==> src/rtl/fu_opnd_pkg.sv <==
package fu_opnd_pkg;

  localparam int SEL_W = 4;

  typedef enum logic [2:0] {
    ST_IDLE      = 3'd0,
    ST_READ_OPS  = 3'd1,
    ST_EXEC_WAIT = 3'd2,
    ST_WRITE_REQ = 3'd3,
    ST_DONE      = 3'd4
  } ctrlState_e;

  typedef struct packed {
    logic             loadIssue;
    logic             capOperand;
    logic [SEL_W-1:0] opSel;
    logic             capResult;
  } dpStrobe_t;

endpackage

==> src/rtl/fu_opnd_ctrl_fsm.sv <==
module fu_opnd_ctrl_fsm
  import fu_opnd_pkg::*;
#(
  parameter int NUM_OPS = 2
) (
  input  logic               clk,
  input  logic               rstN,
  input  logic               issueValid,
  input  logic               issueHasResult,
  input  logic [NUM_OPS-1:0] rdGrant,
  input  logic               pipeResultValid,
  input  logic               wrGrant,
  output logic [NUM_OPS-1:0] rdReq,
  output logic               pipeGo,
  output logic               wrReq,
  output logic               done,
  output logic               busy,
  output logic               issueErr,
  output dpStrobe_t          strobe
);

  localparam int IDX_W = (NUM_OPS > 1) ? $clog2(NUM_OPS) : 1;
  localparam logic [IDX_W-1:0] LAST_IDX = IDX_W'(NUM_OPS - 1);

  ctrlState_e stateQ, stateD;
  logic [IDX_W-1:0] opIdxQ, opIdxD;
  logic hasResQ, hasResD;
  logic goQ, goD;
  logic errQ;
  logic grantHit, lastOp;

  assign lastOp   = (opIdxQ == LAST_IDX);
  assign grantHit = (stateQ == ST_READ_OPS) && rdGrant[opIdxQ];

  always_comb begin
    stateD  = stateQ;
    opIdxD  = opIdxQ;
    hasResD = hasResQ;
    goD     = 1'b0;
    strobe  = '0;
    strobe.opSel = SEL_W'(opIdxQ);
    unique case (stateQ)
      ST_IDLE: begin
        if (issueValid) begin
          stateD  = ST_READ_OPS;
          opIdxD  = '0;
          hasResD = issueHasResult;
          strobe.loadIssue = 1'b1;
        end
      end
      ST_READ_OPS: begin
        if (grantHit) begin
          strobe.capOperand = 1'b1;
          if (lastOp) begin
            goD    = 1'b1;
            stateD = hasResQ ? ST_EXEC_WAIT : ST_DONE;
          end else begin
            opIdxD = opIdxQ + 1'b1;
          end
        end
      end
      ST_EXEC_WAIT: begin
        if (pipeResultValid) begin
          strobe.capResult = 1'b1;
          stateD = ST_WRITE_REQ;
        end
      end
      ST_WRITE_REQ: begin
        if (wrGrant) stateD = ST_DONE;
      end
      ST_DONE: stateD = ST_IDLE;
      default: stateD = ST_IDLE;
    endcase
  end

  always_ff @(posedge clk) begin
    if (!rstN) begin
      stateQ  <= ST_IDLE;
      opIdxQ  <= '0;
      hasResQ <= 1'b0;
      goQ     <= 1'b0;
      errQ    <= 1'b0;
    end else begin
      stateQ  <= stateD;
      opIdxQ  <= opIdxD;
      hasResQ <= hasResD;
      goQ     <= goD;
      if (issueValid && (stateQ != ST_IDLE)) errQ <= 1'b1;
    end
  end

  generate
    for (genvar i = 0; i < NUM_OPS; i++) begin : g_req
      assign rdReq[i] = (stateQ == ST_READ_OPS) && (opIdxQ == IDX_W'(i));
    end
  endgenerate

  assign pipeGo   = goQ;
  assign wrReq    = (stateQ == ST_WRITE_REQ);
  assign done     = (stateQ == ST_DONE);
  assign busy     = (stateQ != ST_IDLE);
  assign issueErr = errQ;

endmodule

==> src/rtl/fu_opnd_latches.sv <==
module fu_opnd_latches
  import fu_opnd_pkg::*;
#(
  parameter int NUM_OPS = 2,
  parameter int DATA_W  = 32,
  parameter int OPC_W   = 4
) (
  input  logic                      clk,
  input  logic                      rstN,
  input  dpStrobe_t                 strobe,
  input  logic [OPC_W-1:0]          issueOpcode,
  input  logic [DATA_W-1:0]         rdData,
  input  logic [DATA_W-1:0]         pipeResult,
  output logic [OPC_W-1:0]          pipeOpcode,
  output logic [NUM_OPS*DATA_W-1:0] pipeOperands,
  output logic [DATA_W-1:0]         wrData
);

  logic [OPC_W-1:0]  opcodeQ;
  logic [DATA_W-1:0] resultQ;

  always_ff @(posedge clk) begin
    if (!rstN) begin
      opcodeQ <= '0;
      resultQ <= '0;
    end else begin
      if (strobe.loadIssue) opcodeQ <= issueOpcode;
      if (strobe.capResult) resultQ <= pipeResult;
    end
  end

  generate
    for (genvar i = 0; i < NUM_OPS; i++) begin : g_opnd
      logic [DATA_W-1:0] slotQ;
      always_ff @(posedge clk) begin
        if (!rstN) slotQ <= '0;
        else if (strobe.capOperand && (strobe.opSel == SEL_W'(i))) slotQ <= rdData;
      end
      assign pipeOperands[i*DATA_W +: DATA_W] = slotQ;
    end
  endgenerate

  assign pipeOpcode = opcodeQ;
  assign wrData     = resultQ;

endmodule

==> src/rtl/fu_opnd_ctrl.sv <==
module fu_opnd_ctrl
  import fu_opnd_pkg::*;
#(
  parameter int NUM_OPS = 2,
  parameter int DATA_W  = 32,
  parameter int OPC_W   = 4
) (
  input  logic                      clk,
  input  logic                      rstN,
  input  logic                      issueValid,
  input  logic [OPC_W-1:0]          issueOpcode,
  input  logic                      issueHasResult,
  output logic [NUM_OPS-1:0]        rdReq,
  input  logic [NUM_OPS-1:0]        rdGrant,
  input  logic [DATA_W-1:0]         rdData,
  output logic                      pipeGo,
  output logic [OPC_W-1:0]          pipeOpcode,
  output logic [NUM_OPS*DATA_W-1:0] pipeOperands,
  input  logic                      pipeResultValid,
  input  logic [DATA_W-1:0]         pipeResult,
  output logic                      wrReq,
  output logic [DATA_W-1:0]         wrData,
  input  logic                      wrGrant,
  output logic                      done,
  output logic                      busy,
  output logic                      issueErr
);

  dpStrobe_t strobe;

  fu_opnd_ctrl_fsm #(.NUM_OPS(NUM_OPS)) u_fsm (
    .clk(clk), .rstN(rstN),
    .issueValid(issueValid), .issueHasResult(issueHasResult),
    .rdGrant(rdGrant), .pipeResultValid(pipeResultValid), .wrGrant(wrGrant),
    .rdReq(rdReq), .pipeGo(pipeGo), .wrReq(wrReq), .done(done),
    .busy(busy), .issueErr(issueErr), .strobe(strobe)
  );

  fu_opnd_latches #(.NUM_OPS(NUM_OPS), .DATA_W(DATA_W), .OPC_W(OPC_W)) u_dp (
    .clk(clk), .rstN(rstN), .strobe(strobe),
    .issueOpcode(issueOpcode), .rdData(rdData), .pipeResult(pipeResult),
    .pipeOpcode(pipeOpcode), .pipeOperands(pipeOperands), .wrData(wrData)
  );

endmodule

==> config.mk <==
export PLATFORM = sky130hd
export DESIGN_NAME = fu_opnd_ctrl
export DESIGN_NICKNAME = d
export VERILOG_FILES = /design/src/rtl/fu_opnd_pkg.sv /design/src/rtl/fu_opnd_ctrl_fsm.sv /design/src/rtl/fu_opnd_latches.sv /design/src/rtl/fu_opnd_ctrl.sv
export SDC_FILE = /design/constraint.sdc
export NUM_CORES = 1
export LEC_CHECK = 0
export BUFFER_PORTS_ARGS = -buffer_cell sky130_fd_sc_hd__buf_2
export CORE_UTILIZATION = 39
export CTS_CLUSTER_SIZE = 10
export DETAILED_ROUTE_END_ITERATION = 8
export PLACE_DENSITY = 0.71
export SYNTH_ARGS = -nofsm -noshare
export SYNTH_HDL_FRONTEND = slang
export SYNTH_SLANG_ARGS = --single-unit
==> constraint.sdc <==
create_clock -name clk -period 1.4 [get_ports clk]
set_clock_uncertainty 0.05 [all_clocks]
set_input_delay 0.07 -clock clk [delete_from_list [all_inputs] [get_ports clk]]
set_output_delay 0.07 -clock clk [all_outputs]
set_load 0.01 [all_outputs]
Word-level counts from Yosys, hierarchy flattened. Index checks and enable logic that the tools add are counted.

Register bits: 107. Input bits: 76.

$add $sub $neg: 1. $lt $le $gt $ge: 1. Equality and inequality tests: 9. Mux-type cells: 20. Bitwise operators: 1. Reduce and logical (&&, ||, !) cells: 14.

Operator list (number): $mux 3 (6); $mux 1 (12); $pmux 3 s4 (1); $eq 3x2->1 const B (2); $logic_and 1x1->1 (6); $ne 2x1->1 const B (3); $reduce_and 3->1 (2); $reduce_and 5->1 (1); $logic_not 4->1 (1); $ne 2x2->1 const B (2); $eq 3x1->1 const B (1); $eq 3x3->1 const B (1); $logic_not 3->1 (1); $reduce_bool 3->1 (1); $lt 1x2->1 const B (1); $pmux 1 s2 (1); $reduce_and 2->1 (1); $reduce_bool 2->1 (1); $add 1x1->1 const B (1); $not 1->1 (1).

Logic depth before layout (Yosys ltp).
Depth in word-level cells: 6. Gate-level depth with buffers: 6.

Hierarchy. A second synthesis with hierarchy kept.

Cells, all modules: 407. Area, all modules: 4184.0 um^2.

By module, submodules not included: fu_opnd_latches (instances 1, cells an instance 361, area an instance 3771.1 um^2, seq. area each 2001.9 um^2); fu_opnd_ctrl_fsm (instances 1, cells an instance 46, area an instance 412.9 um^2, seq. area each 140.1 um^2).

Worst setup path before layout. No wires, ideal clock.

Path kind: register -> register. Start: register u_fsm.stateQ[1]. End: register u_dp.g_opnd[1].slotQ[15]. Setup time: 0.072 ns. Arrival: 1.272 ns. Required time: 1.278 ns. Setup slack: 0.007 ns. Cell stages (with the launch flop): 7. Buffers on the path: 3. Cell sequence: dfxtp_1 > buf_4 > nand3b_4 > nor3b_2 > buf_4 > buf_6 > mux2i_1.

Word-level cells in the longest chain between the ends: 5.

RTL lines: start, declared (line fu_opnd_ctrl_fsm.sv:25) `ctrlState_e stateQ, stateD;`; start signal, assigned (line fu_opnd_ctrl_fsm.sv:84) `stateQ <= stateD;`; $eq 3x1->1 * (line fu_opnd_ctrl_fsm.sv:33, fu_opnd_ctrl_fsm.sv:42); $logic_and 1x1->1 (line fu_opnd_ctrl_fsm.sv:33) `assign grantHit = (stateQ == ST_READ_OPS) && rdGrant[opIdxQ];`; $mux 1 (line fu_opnd_ctrl_fsm.sv:52) `if (grantHit) begin`; $mux 1 * (line fu_opnd_ctrl_fsm.sv:42) `unique case (stateQ)`; $logic_and 1x1->1 * (line fu_opnd_latches.sv:37) `else if (strobe.capOperand && (strobe.opSel == SEL_W'(i))) slotQ <= rdData;`; end signal, assigned (line fu_opnd_latches.sv:37); end, declared (line fu_opnd_latches.sv:34) `logic [DATA_W-1:0] slotQ;`.

Mark *: on every way between the ends. The rest lies on a longest branch, timed or not. A chain may end at the register's enable or synchronous reset.

Worst setup path after layout.
Start: register u_fsm.stateQ[1]. End: output port busy.

Word-level cells in the longest chain between the ends: 1.

RTL lines: $reduce_bool 3->1 (line fu_opnd_ctrl_fsm.sv:101) `assign busy = (stateQ != ST_IDLE);`; end, declared (line fu_opnd_ctrl.sv:25) `output logic busy,`.

Every way passes these cells.

==> out/results.ini <==
[outcome]
status=finished, violations left
violations=setup timing

[setup_path]
required_ns=1.28
slowest_delay_ns=0.38
path_buf_inv=2
worstSetupPathType=register to output pin
cp_max_fo=6
end_kind=output pin
crit_chain=buf_12 > or3_4 > buf_6
critPathArrivalTime_ns=1.37
cpLargestDelayFamily=simple AND/OR/NAND/NOR gates
startpoint_type=register
crit_path_top_delay_cell=or3_4

[floorplanning]
initial_core_util=0.4087
die_h_um=103.9
pin_count=183
coreArea_um2=9910
placementRows=36
die-area_um2=10800
die_width_um=103.9

[layout]
regArea_um2=2150
nNetsFinal=775
drive_gt1_frac=0.3935
multi_input_area_um2=1842
final_util=0.6551
syn_to_final_growth_pct=60.27
fillers=754

[detailed_routing]
first_pass_iters=4
vias=3982
routed_wl_mm=12.33
drc_errors=0
vias_per_cell=4.752
drt_iter0_drc=212
wire_per_inst_um=14.72
final_antenna_net_count=0

[power_and_ir_drop]
leakagePower_nw=3.086
p_int_mw=4.545
power-per-cell-area_nw_per_um2=923.9
seqPwrFrac=0.525
power.switching_mw=1.452
combPwrFrac=0.123
power_frac_clock=0.351
switching_share=0.2421
ir_worst_vdd_mv=0.6038
p_total_mw=5.997

[clocking]
clockBufferDepth=2
clk_pin_slew_ns=0.11
numCtsBuffers=9
cts_max_level=3
clockRootBuffer=clkbuf_8
clk_latency_ns=0.38
cts_tree=built
cts_sinks=107

[synth]
ys_types=26
syn-cell-area_um2=4050
yosysSeqAreaShare=0.5289
synth_nets=510
ys_warn_count=0
syn_inst=434
synth.avg_cell_area_um2=9.332
yosys.area.top_type=dfxtp_1
yosys.area.top_type_share=0.5289
synth-seq-cells=107
synthTopCellsByArea=dfxtp_1, mux2i_1, nand2_1

[global_route]
grt_max_degree=98
antenna_found_initial=0
first_global_vias=3889
grt_usage=0.2071
grt_pass1_wl_mm=18.13
grt_overflow=0

[hold_path]
worstHoldPathType=primary input to register

[place]
hpwl_mm=7.062
gp_congestion=0.8305
io_buffer_count=182

[sta]
maxSlewViolCount=0
hold_violations=0
max_slew_margin=0.7530
fmax_ghz=0.6693
rsz0062_at_grt=true
hold-worst-slack_ns=0.1161
finalCritPeriodShare=1.067
worst_pin_slew_ns=0.3611
finalWorstSetupSlack_ns=-0.09420
layout_min_cycle_time_ns=1.494
setup_viol=50

[job]
max_cap_violations=0

[routing by layer]
metal	track usage	up-vias	share of wire
met2	0.3633	146	0.49
li1	-	1948	-
met1	0.2409	1867	0.43
met5	0	-	0
met3	0.05138	21	0.060
met4	0.08265	0	0.020
[Yosys cell counts]
cell type,number
nand2_1,162
dfxtp_1,107
mux2i_1,69
a21oi_1,34
clkbuf_1,13
buf_2,11
buf_6,7
nor2_1,6
and2_1,3
a2111oi_0,2
and3_1,2
buf_4,2
inv_1,2
nor4b_4,2
a211oi_1,1
a31o_2,1
and4bb_2,1
nand2_4,1
nand2b_1,1
nand3b_4,1
nand4bb_1,1
nor2b_1,1
nor3b_1,1
nor3b_2,1
o21ai_0,1
or3_1,1
[path summary, 6_finish.rpt]
path | startpoint | endpoint | slack [ns] | cells after the start
worst max-delay path | u_fsm.stateQ[1]$_SDFFE_PN0P_ | busy | -0.09 | 3
worst min-delay path | rdGrant[0] | u_fsm.lastOp$_SDFFE_PN0P_ | 0.12 | 4
worst max register to register | u_fsm.stateQ[1]$_SDFFE_PN0P_ | u_dp.pipeOpcode[0]$_SDFFE_PN0P_ | -0.06 | 6
worst min register to register | u_dp.g_opnd[1].slotQ[12]$_SDFFE_PN0P_ | u_dp.g_opnd[1].slotQ[12]$_SDFFE_PN0P_ | 0.41 | 2
[stage by stage]
step,instances,setup slack (ns),setup TNS (ns),instance area [um2]
final,838,-0.09420,-1.374,6491
after global routing,837,-0.1270,-5.815,6489
after CTS,827,-0.1194,-0.3189,6175
after detailed placement,733,-0.02546,-0.1757,5151
after global placement,733,0.02334,0,5151
after floorplan,434,0.006694,0,4050
[timing repair]
item / in CTS / in global routing
hold endpoints to repair: 105 / 0
gates resized for setup: 13 / 40
endpoints found under the setup margin: 41 / 90
cloned: 0 / 7
hold buffers: 72 / 0
buffers inserted: 6 / 3
pin swaps: 3 / 8
[worst min-delay path: stages]
cell and delay [ns]:
buf_2 0.12, nand2_4 0.08, buf_12 0.17, a21oi_1 0.08
[cells by family (layout without fill, tap and decap cells)]
group	count (synthesis)	after routing	synth area share
compound gates	39	39	0.05159
simple gates	184	184	0.1983
flops	107	107	0.5289
other cells	0	1	0
buf+inv	35	305	0.05066
mux	69	69	0.1705
[cell type report]
type | count | area share
inverter | 2 | 0.001157
clock buffer | 9 | 0.01908
antenna | 1 | 0.0003855
sequential | 107 | 0.3311
tap | 133 | 0.02564
clock inverter | 7 | 0.01523
multi-input combinational | 292 | 0.2837
timing repair buffer | 287 | 0.3236
[flip-flops by register name, summed over array words and instances (netlist names)]
register and flops:
u_fsm.lastOp 1, u_fsm.stateQ 3, u_fsm.issueErr 1, u_dp.pipeOpcode 4, u_fsm.pipeGo 1, u_dp.wrData 32, u_fsm.hasResQ 1, u_dp.g_opnd.slotQ 64
[placed cells by master, fill, tap and decap left out, types with 2 or more instances in the layout]
cell type	n
buf_8	2
dfxtp_1	103
nor2_1	6
clkbuf_8	9
buf_12	7
nor4b_4	2
a21oi_1	16
and2_1	3
buf_6	7
a21oi_2	18
nand2_2	10
buf_2	180
dfxtp_2	3
mux2i_1	69
nand2_1	151
bufinv_16	2
clkbuf_16	5
buf_4	14
nand2_4	2
inv_6	3
dlygate4sd3_1	72
[power by group through the flow]
stage / Combinational (mW) / Sequential (mW) / Clock, mW
after CTS: 0.699 / 3.15 / 2.16
after floorplan: 0.248 / 3.25 / 0
after global routing: 0.795 / 3.16 / 2.29
after global placement: 0.516 / 3.22 / 0
after detailed placement: 0.524 / 3.22 / 0
final: 0.739 / 3.15 / 2.11
No activity file was read; power rests on OpenSTA's default activity.
